$ cat src/rtl/txa_pkg.sv
package txa_pkg;

  typedef enum logic {
    XFER_BYTE   = 1'b0,
    XFER_NIBBLE = 1'b1
  } xferMode_e;

  localparam logic [2:0] SPD_2G5  = 3'b010;
  localparam logic [2:0] SPD_1G   = 3'b011;
  localparam logic [2:0] SPD_100M = 3'b100;
  localparam logic [2:0] SPD_10M  = 3'b111;

  localparam logic [7:0] LPI_CODE = 8'h01;
  localparam logic [7:0] EXT_CODE = 8'h0F;

  typedef struct packed {
    logic clear;
    logic loadByte;
    logic loadLow;
    logic loadHigh;
    logic idleExt;
    logic idleLpi;
  } ctrlStrobes_t;

  function automatic xferMode_e decodeSpeed(input logic [2:0] code);
    case (code)
      SPD_100M, SPD_10M: decodeSpeed = XFER_NIBBLE;
      SPD_2G5, SPD_1G:   decodeSpeed = XFER_BYTE;
      default:           decodeSpeed = XFER_BYTE;
    endcase
  endfunction

endpackage

$ cat src/rtl/txa_rst_pulse.sv
module txa_rst_pulse #(
  parameter int PULSE_CYCLES = 3
) (
  input  logic clk,
  input  logic rstN,
  input  logic reqIn,
  output logic rstOutN,
  output logic busy
);
  localparam int CNT_W = $clog2(PULSE_CYCLES + 1);

  logic [CNT_W-1:0] remain;

  always_ff @(posedge clk or negedge rstN) begin
    if (!rstN) begin
      remain  <= '0;
      rstOutN <= 1'b0;
    end else if (reqIn) begin
      remain  <= CNT_W'(PULSE_CYCLES - 1);
      rstOutN <= 1'b0;
    end else if (remain != '0) begin
      remain  <= remain - 1'b1;
    end else begin
      rstOutN <= 1'b1;
    end
  end

  assign busy = !rstOutN;

  // once the pulse starts it holds for at least two further cycles
  p_rst_width_r9: assert property (@(posedge clk) disable iff (!rstN)
    $fell(rstOutN) |=> !rstOutN ##1 !rstOutN);

endmodule

$ cat src/rtl/txa_ctrl.sv
module txa_ctrl
  import txa_pkg::*;
(
  input  logic         clk,
  input  logic         rstN,
  input  logic         swRstReq,
  input  logic         rstBusy,
  input  logic [2:0]   speedCode,
  input  logic         extReq,
  input  logic         lpiReq,
  input  logic         inValid,
  input  logic         inLast,
  output logic         inReady,
  output ctrlStrobes_t strobes
);
  xferMode_e modeReg;
  logic      nibPend;
  logic      inFrame;
  logic      accept;
  logic      idle;

  assign inReady = !nibPend && !rstBusy && !swRstReq;
  assign accept  = inValid && inReady;
  assign idle    = !strobes.clear && !accept && !nibPend;

  always_comb begin
    strobes          = '0;
    strobes.clear    = swRstReq || rstBusy;
    strobes.loadByte = accept && (modeReg == XFER_BYTE);
    strobes.loadLow  = accept && (modeReg == XFER_NIBBLE);
    strobes.loadHigh = nibPend && !strobes.clear;
    strobes.idleExt  = idle && extReq && (modeReg == XFER_BYTE);
    strobes.idleLpi  = idle && lpiReq && !strobes.idleExt;
  end

  always_ff @(posedge clk or negedge rstN) begin
    if (!rstN) begin
      modeReg <= XFER_BYTE;
      nibPend <= 1'b0;
      inFrame <= 1'b0;
    end else if (strobes.clear) begin
      modeReg <= decodeSpeed(speedCode);
      nibPend <= 1'b0;
      inFrame <= 1'b0;
    end else begin
      nibPend <= strobes.loadLow;
      if (accept) begin
        inFrame <= !inLast;
      end
      if (!inFrame && !nibPend && !accept) begin
        modeReg <= decodeSpeed(speedCode);
      end
    end
  end

  // after a byte enters in nibble mode, the next cycle refuses input
  p_ready_gap_r3: assert property (@(posedge clk) disable iff (!rstN)
    (accept && modeReg == XFER_NIBBLE) |=> !inReady);

  // the mode holds while a frame or a half byte is in flight
  p_mode_hold_r8: assert property (@(posedge clk) disable iff (!rstN)
    ((inFrame || nibPend) && !strobes.clear) |=> $stable(modeReg));

  // nothing is taken from upstream during a reset pulse
  p_no_accept_rst_r9: assert property (@(posedge clk) disable iff (!rstN)
    rstBusy |-> !inReady);

endmodule

$ cat src/rtl/txa_datapath.sv
module txa_datapath
  import txa_pkg::*;
#(
  parameter int BYTE_W = 8
) (
  input  logic              clk,
  input  logic              rstN,
  input  ctrlStrobes_t      strobes,
  input  logic [BYTE_W-1:0] inData,
  input  logic              inErr,
  output logic [BYTE_W-1:0] txData,
  output logic              txEn,
  output logic              txErr
);
  localparam int NIB_W = BYTE_W / 2;

  logic [NIB_W-1:0] hiNib;
  logic             hiErr;

  always_ff @(posedge clk or negedge rstN) begin
    if (!rstN) begin
      txData <= '0;
      txEn   <= 1'b0;
      txErr  <= 1'b0;
      hiNib  <= '0;
      hiErr  <= 1'b0;
    end else if (strobes.clear) begin
      txData <= '0;
      txEn   <= 1'b0;
      txErr  <= 1'b0;
      hiNib  <= '0;
      hiErr  <= 1'b0;
    end else if (strobes.loadByte) begin
      txData <= inData;
      txEn   <= 1'b1;
      txErr  <= inErr;
    end else if (strobes.loadLow) begin
      txData <= {{NIB_W{1'b0}}, inData[NIB_W-1:0]};
      txEn   <= 1'b1;
      txErr  <= inErr;
      hiNib  <= inData[BYTE_W-1:NIB_W];
      hiErr  <= inErr;
    end else if (strobes.loadHigh) begin
      txData <= {{NIB_W{1'b0}}, hiNib};
      txEn   <= 1'b1;
      txErr  <= hiErr;
    end else if (strobes.idleExt) begin
      txData <= BYTE_W'(EXT_CODE);
      txEn   <= 1'b0;
      txErr  <= 1'b1;
    end else if (strobes.idleLpi) begin
      txData <= BYTE_W'(LPI_CODE);
      txEn   <= 1'b0;
      txErr  <= 1'b1;
    end else begin
      txData <= '0;
      txEn   <= 1'b0;
      txErr  <= 1'b0;
    end
  end

  // the second half of a byte is enabled and keeps the upper bits clear
  p_high_nib_r3: assert property (@(posedge clk) disable iff (!rstN)
    strobes.loadHigh |=> (txEn && txData[BYTE_W-1:NIB_W] == '0));

  // error without enable only ever carries an idle signalling code
  p_idle_code_r6: assert property (@(posedge clk) disable iff (!rstN)
    (txErr && !txEn) |-> (txData == BYTE_W'(LPI_CODE) || txData == BYTE_W'(EXT_CODE)));

  // a flush leaves the line quiet
  p_clear_quiet_r9: assert property (@(posedge clk) disable iff (!rstN)
    strobes.clear |=> (!txEn && !txErr));

endmodule

$ cat src/rtl/multirate_tx_adapter.sv
module multirate_tx_adapter
  import txa_pkg::*;
#(
  parameter int BYTE_W       = 8,
  parameter int PULSE_CYCLES = 3
) (
  input  logic              clk,
  input  logic              rstN,
  input  logic              swRstReq,
  input  logic [2:0]        speedCode,
  input  logic              extReq,
  input  logic              lpiReq,
  input  logic              inValid,
  output logic              inReady,
  input  logic [BYTE_W-1:0] inData,
  input  logic              inLast,
  input  logic              inErr,
  output logic [BYTE_W-1:0] txData,
  output logic              txEn,
  output logic              txErr,
  output logic              txRstN
);
  ctrlStrobes_t strobes;
  logic         rstBusy;

  txa_rst_pulse #(.PULSE_CYCLES(PULSE_CYCLES)) rst_pulse_i (
    .clk     (clk),
    .rstN    (rstN),
    .reqIn   (swRstReq),
    .rstOutN (txRstN),
    .busy    (rstBusy)
  );

  txa_ctrl ctrl_i (
    .clk       (clk),
    .rstN      (rstN),
    .swRstReq  (swRstReq),
    .rstBusy   (rstBusy),
    .speedCode (speedCode),
    .extReq    (extReq),
    .lpiReq    (lpiReq),
    .inValid   (inValid),
    .inLast    (inLast),
    .inReady   (inReady),
    .strobes   (strobes)
  );

  txa_datapath #(.BYTE_W(BYTE_W)) datapath_i (
    .clk     (clk),
    .rstN    (rstN),
    .strobes (strobes),
    .inData  (inData),
    .inErr   (inErr),
    .txData  (txData),
    .txEn    (txEn),
    .txErr   (txErr)
  );

endmodule

$ cat config.mk
export PLATFORM = sky130hd
export DESIGN_NAME = multirate_tx_adapter
export DESIGN_NICKNAME = d
export VERILOG_FILES = /design/src/rtl/txa_pkg.sv /design/src/rtl/txa_rst_pulse.sv /design/src/rtl/txa_ctrl.sv /design/src/rtl/txa_datapath.sv /design/src/rtl/multirate_tx_adapter.sv
export SDC_FILE = /design/constraint.sdc
export NUM_CORES = 1
export LEC_CHECK = 0
export ABC_AREA = 0
export CAP_MARGIN = 10
export CORE_UTILIZATION = 48
export CTS_CLUSTER_DIAMETER = 40
export DETAILED_ROUTE_END_ITERATION = 7
export GPL_TIMING_DRIVEN = 0
export PLACE_DENSITY = 0.83
export SLEW_MARGIN = 20
export SYNTH_ARGS = -nofsm -noshare
export SYNTH_HDL_FRONTEND = slang
export SYNTH_SLANG_ARGS = --single-unit
$ cat constraint.sdc
create_clock -name clk -period 2.15 [get_ports clk]
set_clock_uncertainty 0.1 [all_clocks]
set_input_delay 0.3225 -clock clk [delete_from_list [all_inputs] [get_ports clk]]
set_output_delay 0.3225 -clock clk [all_outputs]
set_load 0.1 [all_outputs]
== Yosys cells after proc, flatten, opt, wreduce, memory -nomap -nowiden ==
Index checks and enable logic that the tools add are counted.

* Register bits after elaboration: 21
* Bits of input ports: 19
* Output and inout port bits: 12

* $add $sub $neg: 1
* Equal/unequal tests: 4
* Multiplexer cells: 32
* Bitwise gates (word level): 1
* Reductions and logical operators: 30

{| class="wikitable"
|+ Operator list
! kind !! count
|-
| $mux 8 || 5
|-
| $mux 1 || 22
|-
| $logic_and 1x1->1 || 14
|-
| $mux 4 || 3
|-
| $reduce_bool 2->1 || 5
|-
| $logic_not 1->1 || 8
|-
| $eq 3x3->1 const B || 2
|-
| $mux 2 || 2
|-
| $ne 2x1->1 const B || 1
|-
| $ne 2x2->1 const B || 1
|-
| $reduce_and 2->1 || 1
|-
| $reduce_or 2->1 || 1
|-
| $sub 2x1->2 const B || 1
|-
| $logic_or 1x1->1 || 1
|-
| $not 1->1 || 1
|}

== Logic depth before layout (Yosys ltp) ==
Gate-level depths: netlist (run 1).

* Word-level depth: 17
* Mapped depth: 5
* Depth with buffers taken out: 4

== Cells and area by module ==
From an unflattened synthesis (run 1), not the netlist that was laid out.

* Cell total of the unflattened synthesis: 93
* Area, all modules: 975.9 um2

{| class="wikitable"
|+ Modules (own cells, without submodules)
! module !! instances !! cells each !! area an instance (um2) !! sequential area each (um2)
|-
| txa_datapath || 1 || 57 || 631.9 || 375.4
|-
| txa_ctrl || 1 || 22 || 203.9 || 75.1
|-
| txa_rst_pulse || 1 || 14 || 140.1 || 75.1
|}

== Worst setup path after synthesis (run 1) ==
Ideal clock, no wire load.

* Path type: flip-flop to output port
* Start point: register rst_pulse_i.rstOutN
* End point: output port inReady
* Arrival: 2.652 ns
* Data required time: 1.727 ns
* Path slack: -0.924 ns
* Cell stages (with the launch flop): 5
* Path buffers: 2
* Cell sequence: dfrtp_1 > nand2b_1 > buf_6 > buf_2 > nor2_1

* Longest elaborated chain between the ends: 2

{| class="wikitable"
|+ RTL lines
! element !! line !! text
|-
| from (decl) || txa_rst_pulse.sv:7 || <nowiki>output logic rstOutN,</nowiki>
|-
| from (signal assigned) || txa_rst_pulse.sv:17 || <nowiki>rstOutN <= 1'b0;</nowiki>
|-
| from (signal assigned) || txa_rst_pulse.sv:20 || <nowiki>rstOutN <= 1'b0;</nowiki>
|-
| from (signal assigned) || txa_rst_pulse.sv:24 || <nowiki>rstOutN <= 1'b1;</nowiki>
|-
| $logic_and 1x1->1 (2 in series) || txa_ctrl.sv:22 || <nowiki>assign inReady = !nibPend && !rstBusy && !swRstReq;</nowiki>
|-
| to (decl) || multirate_tx_adapter.sv:14 || <nowiki>output logic inReady,</nowiki>
|}

Every way passes these cells.

== Worst setup path after layout (run 1) ==
* Start point: input port swRstReq
* End point: output port inReady

* Longest elaborated chain between the ends: 2

{| class="wikitable"
|+ RTL lines
! element !! line !! text
|-
| from (decl) || multirate_tx_adapter.sv:9 || <nowiki>input logic swRstReq,</nowiki>
|-
| $logic_not 1->1 || txa_ctrl.sv:22 ||
|-
| $logic_and 1x1->1 || txa_ctrl.sv:22 ||
|}

Every way passes these cells.

==> metrics.md, run 1 <==
| Metric | Value |
|---|---|
| Post_cts resized | 17 |
| Logic gate share of total power | 39.1% |
| Seq pwr share | 43.6% |
| Die Width | 46.63 microns |
| Worst Reg-to-Reg Cells | 3 |
| Post-synthesis cell area | 955.9 sq um |
| Die Y | 46.63 microns |
| Worst min-delay path class | in -> reg |
| GRT Overall Usage | 20.29% |
| Final worst slack | 0.1138 ns |
| Placed cells | 141 |
| Sequential area share after synthesis | 54.97% |
| Vias per inst | 5.248 |
| Htree depth | 1 |
| P&R area growth vs syn | 36.13% |
| Final setup viols | 0 |
| CP Data Arrival Time | 1.61 ns |
| Port Buffers | 29 |
| Slew @ Worst Pin | 0.9793 ns |
| FILL cells | 149 |
| Cts bufs inserted | 3 |
| Die area | 0.002174 sq mm |
| Min cycle time layout | 2.036 ns |
| Share of layout cells above drive strength 1 | 16.67% |
| Vias in the first global route | 768 |
| Switching power | 0.4203 mW |
| RePlAce Congestion | 0.8218 |
| Post-synthesis register bit count | 21 |
| Initial Util | 53.06% |
| Place WS | -0.7831 ns |
| R2R Path Start | ctrl_i.nibPend |
| Crit path from | swRstReq |
| Worst Setup Path Type | in -> out |
| Pin count of the biggest net entering global routing | 22 |
| Internal power | 0.6311 mW |
| DR pass1 iterations | 4 |
| PwrDens | 808.0 mW/mm^2 |
| DR vias | 761 |
| Ports | 31 |
| Postcts setup bufs | 0 |
| Element type at the critical path start | input pin |
| Initial antenna violation count | 0 |
| Worst hold slack | 0.1916 ns |
| # DRC | 0 |
| Fmax | 0.4911 GHz |
| CORE AREA | 0.001802 sq mm |
| Post-Layout Cell Count | 145 |
| Syn Nets | 107 |
| Total Wirelength | 1.869 mm |
| DRT antenna net count | 0 |
| Yosys warning total | 0 |
| Slew Viols, Final | 0 |
| CP Max Fanout | 10 |
| Netlist cell types | 30 |
| Final nets | 141 |
| RSZ-0062 raised after global routing | false |
| Diodes inserted | 0 |
| Hold Vio Cnt, Final | 0 |
| MaxCap Viol Count | 0 |
| Slew headroom | 34.98% |
| Crit. End Element | output pin |
| DRC violation total after the first TritonRoute iteration | 13 |
| First-pass GRT wire length | 3.105 mm |
| Tot Pwr | 1.051 mW |
| Clk root buf | clkbuf_4 |
| Worst reg-to-reg setup slack | 0.93 ns |
| Hold bufs inserted after CTS | 0 |
| Avg Cell Area, Syn | 10.99 sq um |
| Final period util | 94.71% |
| Rows | 15 |
| Setup TNS | 0 ns |
| Status | complete, no violations |
| Clock Latency Late Sink | 0.29 ns |
| CTS tree | yes |
| Per-cell routed wire length | 12.89 microns |
| Clock sinks | 21 |
| Reg2reg end | datapath_i.txData[7] |
| Clock edge transition at the registers on the reported setup and hold paths | 0.11 ns |
| Cell count after synthesis | 87 |
| Total global routing overflow | 0 |
| Required @ worst endpoint | 1.73 ns |
| CP Capture Point | inReady |
| Leakage power | 0.6169 nW |
| Clock power share | 17.4% |
| CTS Buffer Depth | 2 |
| Sw Ratio | 39.98% |
| Worst IR Drop VDD | 0.0005663 V |
==> registers in the layout (all words and copies together) (netlist names) <==
name                 flops
ctrl_i.inFrame           1
datapath_i.txErr         1
ctrl_i.modeReg           1
datapath_i.txEn          1
datapath_i.txData        8
rst_pulse_i.remain       2
datapath_i.hiErr         1
ctrl_i.nibPend           1
rst_pulse_i.rstOutN      1
datapath_i.hiNib         4
==> per-stage QoR <==
stage,utilization [%],cell area [sq um]
after floorplan,-,964.7
final,72.22,1301
after detailed placement,71.39,1286
after global routing,72.22,1301
after CTS,72.01,1297
after global placement,71.39,1286
==> Yosys cell counts <==
cell      count  share of area (%)
nor2_2        1               0.65
a221oi_1      2                1.8
nand3b_1      1               0.79
and2b_1       1               0.79
o21ai_0       1               0.52
ha_1          1                1.3
nand2_1       8                3.1
buf_2         1               0.52
nand2b_1      1               0.65
and2_1        4                2.6
dfrtp_1      21                 55
nand3_1       5                2.6
a22oi_1       2                1.6
nor4_4        1                2.2
nor3_1        1               0.52
a21oi_2       1               0.92
nor2_1        8                3.1
o31ai_1       1               0.79
a211o_1       1               0.92
clkbuf_8      1                1.4
inv_1         6                2.4
xnor2_1       1               0.92
buf_6         4                4.7
inv_2         1               0.39
a21oi_1       7                3.7
o211ai_1      1               0.79
a221oi_2      1                1.6
xor2_1        1               0.92
a211oi_2      1                1.3
nor2b_4       1                1.4
==> logic make-up (layout without fill, tap and decap cells) <==
| kind of cell | Yosys count | in the layout | share of synthesized area, % |
|---|---|---|---|
| xor+xnor | 2 | 2 | 1.833 |
| fa+ha+maj | 1 | 1 | 1.309 |
| flops | 21 | 21 | 54.97 |
| buf+inv | 13 | 46 | 9.422 |
| compound gates | 18 | 18 | 13.87 |
| simple gates | 32 | 32 | 18.59 |
==> final cells by class <==
cell class                      count  area, sq um  share of cell area, %
Multi-Input combinational cell     53        347.8                  26.73
Timing Repair Buffer               29        277.8                  21.35
Tap cell                           25        31.28                  2.404
Clock buffer                        3        22.52                  1.731
Inverter                            7        26.28                  2.019
Clock inverter                      1        5.005                 0.3846
Sequential cell                    21        526.8                  40.48
Buffer                              6        63.81                  4.904
==> worst min-delay path by stage <==
| stage | startpoint | to | slack, ns | cells past startpoint |
|---|---|---|---|---|
| after floorplan | rstN | ctrl_i.inFrame | -0.07 | 0 |
| after global placement | rst_pulse_i.remain[1] | rst_pulse_i.remain[1] | 0.37 | 1 |
| after detailed placement | rst_pulse_i.remain[1] | rst_pulse_i.remain[1] | 0.38 | 1 |
| after CTS | inValid | datapath_i.txEn | 0.19 | 3 |
| after global routing | inValid | datapath_i.txData[1] | 0.19 | 3 |
| final | inValid | datapath_i.txData[2] | 0.19 | 3 |
==> layer usage <==
metal	share of wire (%)	wire length, microns	up-vias	global-route usage (%)
met4	2.1	40	0	9.143
met1	41	764	371	23.34
met2	53	998	25	36.11
met5	0	0	-	0
met3	3.5	66	6	3.529
li1	-	-	359	-
==> power by group through the flow <==
stage               Combinational, mW  Clock [mW]  Sequential, mW
finish                          0.411       0.182           0.458
global placement                0.415           0           0.464
global route                    0.440       0.201           0.464
detailed placement              0.427           0           0.467
floorplan                       0.172           0           0.602
CTS                             0.413       0.187           0.459
==> cell usage in the layout (no fill, tap or decap), drive strengths merged, types with 2 or more instances in the layout <==
cell and n:
inv 7, and2 4, nor2 9, dlygate4sd2 11, nand2 8, clkbuf 4
nand3 5, buf 6, a22oi 2, a221oi 3, a21oi 8, dfrtp 21
clkdlybuf4s50 17
==> critical path: stages <==
cell and delay [ns]:
clkdlybuf4s50_1 0.45, nand2b_1 0.17, buf_6 0.14, buf_2 0.19, nor2_4 0.11, buf_6 0.23
(Power assumes the default switching activity.)
==> run 2, diff against run 1 <==
Settings changed: CORE_MARGIN from default to 2, GPL_TIMING_DRIVEN 0 to default.
==> run 2 against run 1 <==
Combinational power about the same. Global-route usage down 3.2 points. Critical path depth down 2. Design area down 3.2%. Flip-flop and latch count unchanged. Cell count down 0.69%. Non-clock buffer count down 3. Sequential power up 2%. Register-to-register slack worse by 0.33 ns. Die area up 8.8%. Critical path type unchanged. Core utilization down 6.7 points. Clock-buffer cell count unchanged.
==> metrics.md, run 2 (synthesized netlist as in run 1, its figures left out) <==
| Metric | Value |
|---|---|
| Status | complete, no violations |
| Internal power | 0.6351 mW |
| DRT antenna net count | 0 |
| Logic gate share of total power | 38.7% |
| Share of layout cells above drive strength 1 | 23.08% |
| Slew headroom | 65.12% |
| Clock sinks | 21 |
| Worst IR Drop VDD | 0.0004754 V |
| Required @ worst endpoint | 1.73 ns |
| # DRC | 0 |
| Final setup viols | 0 |
| RSZ-0062 raised after global routing | false |
| CTS tree | yes |
| Worst Setup Path Type | in -> out |
| Clock power share | 17.2% |
| Tot Pwr | 1.060 mW |
| DR vias | 735 |
| Cts bufs inserted | 3 |
| P&R area growth vs syn | 31.81% |
| Leakage power | 0.5698 nW |
| Slew Viols, Final | 0 |
| CP Max Fanout | 4 |
| Slew @ Worst Pin | 0.5232 ns |
| FILL cells | 166 |
| Worst min-delay path class | in -> async |
| DP Area | 0.001232 sq mm |
| Element type at the critical path start | input pin |
| Clock Latency Late Sink | 0.29 ns |
| Total Wirelength | 1.925 mm |
| Most frequent cells in the layout | dfrtp_1 (20), clkdlybuf4s50_1 (18), buf_4 (13) |
| Top reg by flops | datapath_i.txData |
| First-pass GRT wire length | 3.111 mm |
| Htree depth | 1 |
| Hold bufs inserted after CTS | 0 |
| Postcts setup bufs | 0 |
| Setup TNS | 0 ns |
| Post_cts resized | 0 |
| Fmax | 0.5778 GHz |
| Diodes inserted | 0 |
| PwrDens | 841.4 mW/mm^2 |
| Initial Util | 49.74% |
| Total global routing overflow | 0 |
| Clock edge transition at the registers on the reported setup and hold paths | 0.11 ns |
| Vias in the first global route | 689 |
| Seq pwr share | 44.1% |
| Crit. End Element | output pin |
| Sw Ratio | 40.10% |
| Switching power | 0.4251 mW |
| Footprint of the multi-input gates | 347.8 sq um |
| Die Width | 48.63 microns |
| CTS Buffer Depth | 2 |
| Pin count of the biggest net entering global routing | 22 |
| Register area | 526.8 sq um |
| Final HPWL DP | 1.433 mm |
| CORE AREA | 0.001922 sq mm |
| DRC violation total after the first TritonRoute iteration | 20 |
| RePlAce Congestion | 0.7949 |
| GRT Overall Usage | 17.06% |
| MaxCap Viol Count | 0 |
| Per-cell routed wire length | 13.37 microns |
| Ports | 31 |
| Worst hold slack | 0.2621 ns |
| Port Buffers | 30 |
| Commonest non-fill, non-tap cell in the layout | dfrtp_1 |
| Initial antenna violation count | 0 |
| Clk root buf | clkbuf_4 |
| Vias per inst | 5.104 |
| DR pass1 iterations | 4 |
| Post-Layout Inst Area | 0.001260 sq mm |
| Rows | 16 |
| Biggest regs | datapath_i.txData (8), datapath_i.hiNib (4), rst_pulse_i.remain (2) |
| Die Y | 48.63 microns |
| Hold Vio Cnt, Final | 0 |
| Final nets | 138 |
| Min cycle time layout | 1.731 ns |
| Die area | 0.002364 sq mm |
| Final period util | 80.50% |
| Core Util, Final | 65.56% |
| Max reg flops | 8 |
| CP Data Arrival Time | 1.31 ns |
==> run 2: worst max-delay path, stage by stage <==
cell and delay (ns):
clkdlybuf4s50_1 0.45, nand2b_1 0.21, nor2_4 0.13, buf_12 0.19
==> run 2: metal layers <==
| metal | wire (microns) | part of all wire (%) | vias to the layer above | GRT usage [%] |
|---|---|---|---|---|
| met5 | 0 | 0 | - | 0 |
| met4 | 13 | 0.68 | 0 | 4.762 |
| met3 | 132 | 6.9 | 2 | 5.556 |
| met2 | 986 | 51 | 31 | 28.77 |
| met1 | 792 | 41 | 351 | 20.94 |
| li1 | - | - | 351 | - |
==> run 2: power by group through the flow <==
stage	logic (mW)	registers [mW]	clock network, mW
global placement	0.394	0.472	0
CTS	0.413	0.468	0.183
detailed placement	0.410	0.476	0
finish	0.410	0.468	0.183
floorplan	0.172	0.602	0
global route	0.433	0.473	0.205
==> run 2: cell type report <==
type	count	area share (%)
flip-flops and latches	21	41.81
multi-input cells	53	27.61
repair buffers	32	23.63
well taps	27	2.681
inverters	7	2.085
clock buffers	3	1.787
clock inverters	1	0.3972
==> run 2: stage by stage <==
step	worst slack (ns)	instances
5_1_grt	0.3569	144
2_1_floorplan	0.1360	87
6_report	0.4193	144
3_5_place_dp	0.3161	140
4_1_cts	0.4081	144
3_3_place_gp	0.3866	140
==> run 2: worst paths after layout <==
check / slack, ns / cells past startpoint / to / start
setup reg to reg: 0.60 / 3 / datapath_i.txErr / ctrl_i.nibPend
hold reg to reg: 0.41 / 1 / rst_pulse_i.remain[1] / rst_pulse_i.remain[1]
min in group clk: 0.41 / 1 / rst_pulse_i.remain[1] / rst_pulse_i.remain[1]
setup / recovery: 0.42 / 4 / inReady / swRstReq
hold / removal: 0.26 / 2 / rst_pulse_i.rstOutN / rstN
max in group asynchronous: 1.47 / 2 / rst_pulse_i.rstOutN / rstN
